File: src/rtl/fault_rec_pkg.sv
package fault_rec_pkg;
  localparam int NUM_TYPES = 8;
  localparam int TYPE_W    = 3;
  localparam int REG_AW    = 8;
  localparam int DATA_W    = 32;
  localparam int NUM_GRP   = 4;

  localparam logic [REG_AW-1:0] OFS_CTRL   = 8'h00;
  localparam logic [REG_AW-1:0] OFS_STATUS = 8'h18;
  localparam logic [REG_AW-1:0] OFS_CLEAR  = 8'h1C;
  localparam logic [REG_AW-1:0] OFS_PEND   = 8'h20;
  localparam logic [REG_AW-1:0] OFS_PAGE   = 8'h24;
  localparam logic [REG_AW-1:0] OFS_WRSIDE = 8'h28;
  localparam logic [REG_AW-1:0] OFS_RDSIDE = 8'h2C;
  localparam logic [REG_AW-1:0] OFS_BUS    = 8'h30;

  typedef enum logic [1:0] {
    GRP_PAGE   = 2'd0,
    GRP_WRSIDE = 2'd1,
    GRP_RDSIDE = 2'd2,
    GRP_BUS    = 2'd3
  } capGrp_e;

  typedef struct packed {
    logic [NUM_TYPES-1:0] setMask;
    logic [NUM_TYPES-1:0] clrMask;
    logic [NUM_GRP-1:0]   capEn;
    logic                 relReq;
  } ctlStrobe_t;

  function automatic capGrp_e grpOf(input logic [TYPE_W-1:0] t);
    case (t)
      3'd0:                grpOf = GRP_PAGE;
      3'd3:                grpOf = GRP_BUS;
      3'd1, 3'd4, 3'd5:    grpOf = GRP_RDSIDE;
      default:             grpOf = GRP_WRSIDE;
    endcase
  endfunction
endpackage

File: src/rtl/fault_rec_ctrl.sv
module fault_rec_ctrl
  import fault_rec_pkg::*;
(
  input  logic                 faultValid,
  input  logic [TYPE_W-1:0]    faultType,
  input  logic                 regWrEn,
  input  logic [REG_AW-1:0]    regAddr,
  input  logic [DATA_W-1:0]    regWdata,
  input  logic [NUM_TYPES-1:0] statusQ,
  output ctlStrobe_t           strb
);
  logic unusedWdata;
  assign unusedWdata = ^regWdata[DATA_W-1:NUM_TYPES];

  always_comb begin
    strb = '0;
    if (faultValid) begin
      strb.setMask[faultType] = 1'b1;
      if (!statusQ[faultType]) strb.capEn[grpOf(faultType)] = 1'b1;
    end
    if (regWrEn && regAddr == OFS_CLEAR) strb.clrMask = regWdata[NUM_TYPES-1:0];
    if (regWrEn && regAddr == OFS_CTRL && regWdata[0]) strb.relReq = 1'b1;
  end
endmodule

File: src/rtl/fault_rec_dp.sv
module fault_rec_dp
  import fault_rec_pkg::*;
#(
  parameter int ADDR_W = 32
) (
  input  logic                 clk,
  input  logic                 rstN,
  input  ctlStrobe_t           strb,
  input  logic [ADDR_W-1:0]    faultAddr,
  input  logic [REG_AW-1:0]    regAddr,
  output logic [DATA_W-1:0]    regRdata,
  output logic [NUM_TYPES-1:0] statusQ,
  output logic                 holdQ
);
  localparam int IDX_W = $clog2(NUM_TYPES);

  logic [NUM_TYPES-1:0] statusNext;
  logic [ADDR_W-1:0]    capQ [NUM_GRP];
  logic [IDX_W-1:0]     lowIdx;

  assign statusNext = (statusQ & ~strb.clrMask) | strb.setMask;

  always_ff @(posedge clk or negedge rstN) begin
    if (!rstN) statusQ <= '0;
    else       statusQ <= statusNext;
  end

  always_ff @(posedge clk or negedge rstN) begin
    if (!rstN)                            holdQ <= 1'b0;
    else if (|strb.setMask)               holdQ <= 1'b1;
    else if (strb.relReq && ~|statusNext) holdQ <= 1'b0;
  end

  for (genvar g = 0; g < NUM_GRP; g++) begin : gCap
    always_ff @(posedge clk or negedge rstN) begin
      if (!rstN)              capQ[g] <= '0;
      else if (strb.capEn[g]) capQ[g] <= faultAddr;
    end
  end

  always_comb begin
    lowIdx = '0;
    for (int i = NUM_TYPES - 1; i >= 0; i--)
      if (statusQ[i]) lowIdx = IDX_W'(i);
  end

  always_comb begin
    regRdata = '0;
    case (regAddr)
      OFS_CTRL:   regRdata = DATA_W'(holdQ);
      OFS_STATUS: regRdata = DATA_W'(statusQ);
      OFS_PEND:   regRdata = (|statusQ) ? (DATA_W'(lowIdx) | DATA_W'(9'h100)) : '0;
      OFS_PAGE:   regRdata = DATA_W'(capQ[GRP_PAGE]);
      OFS_WRSIDE: regRdata = DATA_W'(capQ[GRP_WRSIDE]);
      OFS_RDSIDE: regRdata = DATA_W'(capQ[GRP_RDSIDE]);
      OFS_BUS:    regRdata = DATA_W'(capQ[GRP_BUS]);
      default:    regRdata = '0;
    endcase
  end
endmodule

File: src/rtl/fault_recorder.sv
module fault_recorder
  import fault_rec_pkg::*;
#(
  parameter int ADDR_W = 32
) (
  input  logic              clk,
  input  logic              rstN,
  input  logic              faultValid,
  input  logic [2:0]        faultType,
  input  logic [ADDR_W-1:0] faultAddr,
  input  logic              regWrEn,
  input  logic [7:0]        regAddr,
  input  logic [31:0]       regWdata,
  output logic [31:0]       regRdata,
  output logic              irqOut,
  output logic              holdOut
);
  ctlStrobe_t           strb;
  logic [NUM_TYPES-1:0] statusQ;

  fault_rec_ctrl u_ctrl (
    .faultValid(faultValid),
    .faultType (faultType),
    .regWrEn   (regWrEn),
    .regAddr   (regAddr),
    .regWdata  (regWdata),
    .statusQ   (statusQ),
    .strb      (strb)
  );

  fault_rec_dp #(.ADDR_W(ADDR_W)) u_dp (
    .clk      (clk),
    .rstN     (rstN),
    .strb     (strb),
    .faultAddr(faultAddr),
    .regAddr  (regAddr),
    .regRdata (regRdata),
    .statusQ  (statusQ),
    .holdQ    (holdOut)
  );

  assign irqOut = |statusQ;
endmodule

File: config.mk
export PLATFORM = sky130hd
export DESIGN_NAME = fault_recorder
export DESIGN_NICKNAME = d
export VERILOG_FILES = /design/src/rtl/fault_rec_pkg.sv /design/src/rtl/fault_rec_ctrl.sv /design/src/rtl/fault_rec_dp.sv /design/src/rtl/fault_recorder.sv
export SDC_FILE = /design/constraint.sdc
export NUM_CORES = 1
export LEC_CHECK = 0
export BUFFER_PORTS_ARGS = -buffer_cell sky130_fd_sc_hd__buf_2
export CORE_UTILIZATION = 40
export DETAILED_ROUTE_END_ITERATION = 12
export PLACE_DENSITY = 0.72
export SLEW_MARGIN = 20
export SYNTH_ARGS = -nofsm -noshare
export SYNTH_HDL_FRONTEND = slang
export SYNTH_SLANG_ARGS = --single-unit
File: constraint.sdc
create_clock -name clk -period 5.8 [get_ports clk]
set_clock_uncertainty 0.05 [all_clocks]
set_input_delay 0 -clock clk [delete_from_list [all_inputs] [get_ports clk]]
set_output_delay 0 -clock clk [all_outputs]
set_load 0.05 [all_outputs]
==> results.py <==
metrics = {
    "outcome": {
        "outcome": "finished clean",
    },
    "cells_and_area": {
        "nNetsFinal": 688,
        "fillerInstances": 1251,
        "utilization": 0.527,
        "stdcell_count": 810,
        "drive_gt1_frac": 0.365,
        "area_growth_pct": 29.1,
        "n_antenna_cell": 0,
    },
    "sta": {
        "finalHoldViolations": 0,
        "setup_tns_ps": 0,
        "post-route-period-util": 0.451,
        "max_freq_mhz": 383,
        "setup_slack_ps": 3190,
        "worst_pin_slew_ps": 971,
        "slew_violations": 0,
        "fin_crit_ps": 2610,
        "setup_viol": 0,
        "holdWs_ps": 33.8,
        "rsz0062_at_grt": "false",
        "max-slew-margin-rel": 0.347,
    },
    "job": {
        "cap_violations": 0,
    },
    "global_route": {
        "met3_usage": 0.0456,
        "antenna_found_initial": 0,
        "grt_pass1_wl_um": 25600,
        "met1_usage": 0.260,
        "grt_pass1_vias": 4901,
        "grt.met2_usage": 0.352,
        "grt_max_degree": 74,
        "grt_util_all_layers": 0.209,
        "overflow": 0,
        "busiest_layer": "met2",
    },
    "worst_setup_path": {
        "critical_path.top_delay_family": "multiplexers",
        "worst-setup-path-type": "flop to flop",
        "reg2regPathDepth": 6,
        "crit_fanout": 32,
        "crit_arrival_ps": 2850,
        "rrSetupSlack_ps": 3190,
        "r2r-start": "u_dp.statusQ[3]$_DFF_PN0_",
        "reg2reg_to": "u_dp.capQ[60]$_DFFE_PN0P_",
        "crit_chain": "mux4_2 > nor3b_1 > a21oi_1 > nor3b_4 > buf_4 > mux2_1",
        "crit_required_ps": 6040,
        "worstSetupEndpointType": "flop",
        "crit_buf_inv": 1,
        "slowest_delay_ps": 590,
        "worst_path_max_delay_cell": "mux4_2",
        "cp-start-kind": "flop",
    },
    "yosys": {
        "yosys-top-cells-area": "dfrtp_1, mux2_2, mux2_1, a222oi_1, nand2_1",
        "syn_nets": 554,
        "synth_warnings": 0,
        "yosysTopAreaCell": "dfrtp_1",
        "ys_types": 45,
        "synth.most_common_cell": "dfrtp_1",
        "async_flop_share": 1.00,
        "avgSynthCellArea_um2": 13.0,
        "synth_flop_cell": "dfrtp_1",
        "synth_edf_count": 0,
        "synth_area_um2": 6180,
        "synthCells": 475,
        "synth_seq_cells": 137,
        "seq_area_frac_synth": 0.555,
        "synth_top_area_frac": 0.555,
        "yosys-top-cells-count": "dfrtp_1, mux2_2, nand2_1",
    },
    "clock_network": {
        "clockBufferDepth": 2,
        "cts.htree.levels": 4,
        "cts-root-buf": "clkbuf_16",
        "cts_sinks": 137,
        "ctsResizeCount": 0,
        "clk_pin_slew_ps": 50,
        "clock_latency_ps": 410,
        "cts_made_buffers": 17,
        "cts_tree": "built",
    },
    "power_and_ir_drop": {
        "ir_drop_mv": 0.264,
        "p_sw_frac": 0.234,
        "p_per_area_nw_per_um2": 394,
        "internal_power_mw": 2.41,
        "clkPwrFrac": 0.382,
        "comb_power_share": 0.139,
        "netSwitchingPower_mw": 0.736,
        "p_seq_frac": 0.479,
        "cellLeakagePower_nw": 3.62,
    },
    "die": {
        "initial_core_util": 0.408,
        "die_h_um": 126,
        "die_w_um": 126,
        "io_pins": 113,
        "core_um2": 15100,
        "core.rowCount": 45,
        "dieArea_um2": 16000,
    },
    "min_path": {
        "hold_end": "u_dp.statusQ[0]$_DFF_PN0_",
        "min_from": "regAddr[1]",
        "hold_path_depth": 4,
        "hp-class": "input pin to flop",
    },
    "detailed_routing": {
        "first_pass_iters": 7,
        "wl_um": 15600,
        "ant_nets": 0,
        "drc": 0,
        "wire_per_inst_um": 19.3,
        "num_vias": 4555,
        "vias_per_cell": 5.62,
        "drtIter0Drc": 320,
    },
    "placement": {
        "io_buffers": 88,
        "dp_hpwl_um": 9170,
        "place.gp.congestion": 0.871,
        "placed_cells": 728,
        "post-place-ws_ps": 3050,
    },
}
-- cell families after synthesis --
group / count (synthesis) / synth area share
compound gates: 58 / 0.0826
buf+inv: 34 / 0.0279
flops: 137 / 0.555
mux: 131 / 0.240
simple gates: 115 / 0.0946
-- layout by cell type, fill, tap and decap left out, types with 2 or more instances in the layout --
| cell type | synthesis | final |
|---|---|---|
| nor2_1 | 9 | 6 |
| nor3_1 | 7 | 7 |
| a21oi_1 | 5 | 5 |
| clkbuf_1 | 15 | 3 |
| mux2_1 | 41 | 41 |
| buf_4 | 3 | 7 |
| a222oi_1 | 28 | 28 |
| nand4_1 | 4 | 4 |
| mux2i_1 | 2 | 2 |
| buf_2 | 9 | 87 |
| dlygate4sd3_1 | 0 | 48 |
| nand3_1 | 12 | 12 |
| o2bb2ai_1 | 3 | 3 |
| clkbuf_16 | 0 | 17 |
| or2_2 | 2 | 2 |
| clkinv_2 | 0 | 2 |
| mux2_2 | 87 | 87 |
| nor2_4 | 0 | 2 |
| clkbuf_8 | 0 | 5 |
| bufinv_16 | 0 | 5 |
| or4_1 | 4 | 4 |
| a22oi_1 | 12 | 12 |
| dfrtp_1 | 137 | 137 |
| inv_1 | 4 | 4 |
| nand2_1 | 61 | 61 |
| and3_1 | 2 | 2 |
-- per-layer routing --
metal | routed length, um | part of all wire
met1 | 6730 | 0.43
met2 | 7850 | 0.50
met3 | 802 | 0.051
met4 | 246 | 0.016
met5 | 0 | 0
-- power groups by stage --
| stage | combinational (mW) | sequential (mW) | clock, mW |
|---|---|---|---|
| 5_1_grt | 0.480 | 1.54 | 1.26 |
| 6_report | 0.437 | 1.50 | 1.20 |
| 4_1_cts | 0.444 | 1.50 | 1.22 |
| 3_5_place_dp | 0.415 | 1.51 | 0 |
| 3_3_place_gp | 0.381 | 1.48 | 0 |
| 2_1_floorplan | 0.315 | 1.45 | 0 |
-- cell type report --
class / count / area (um2) / area share
sequential: 137 / 3430 / 0.430
multi-input combinational: 304 / 2610 / 0.327
timing repair buffer: 145 / 1030 / 0.129
clock buffer: 25 / 505 / 0.0633
tap: 188 / 235 / 0.0295
clock inverter: 7 / 160 / 0.0201
inverter: 4 / 15.0 / 0.00188
-- worst reg2reg max path: cells and delay by family (launching register included) --
kind	cells	cell delay, ps
multiplexers	2	1000
buffers and inverters	1	510
flip-flops	1	440
AND/OR/NAND/NOR	2	390
AO/OA/AOI/OAI	1	100
-- stage by stage --
step / total power [mW] / instance area, um2
4_1_cts: 3.17 / 7930
6_report: 3.14 / 7980
2_1_floorplan: 1.76 / 6180
5_1_grt: 3.29 / 7980
3_5_place_dp: 1.93 / 6790
3_3_place_gp: 1.86 / 6790
-- flip-flops by register name, summed over array words and instances, names as in the netlist --
signal	flops
u_dp.statusQ	8
u_dp.capQ	128
u_dp.holdQ	1
-- what timing repair did --
action,4_1_cts,5_1_grt
setup endpoints to repair,0,0
hold buffers,48,0
setup buffers,0,0
endpoints found under the hold margin,201,0
-- worst max path at each step --
stage	cells past startpoint	slack, ps	endpoint	from
finish	6	3190	u_dp.capQ[60]$_DFFE_PN0P_	u_dp.statusQ[3]$_DFF_PN0_
floorplan	4	2830	regRdata[0]	u_dp.statusQ[5]$_DFF_PN0_
CTS	5	3010	u_dp.capQ[92]$_DFFE_PN0P_	u_dp.statusQ[3]$_DFF_PN0_
detailed placement	5	3050	u_dp.capQ[95]$_DFFE_PN0P_	u_dp.statusQ[3]$_DFF_PN0_
global route	6	3070	u_dp.capQ[60]$_DFFE_PN0P_	u_dp.statusQ[0]$_DFF_PN0_
global placement	5	3060	u_dp.capQ[87]$_DFFE_PN0P_	u_dp.statusQ[0]$_DFF_PN0_
(Power assumes the default switching activity.)
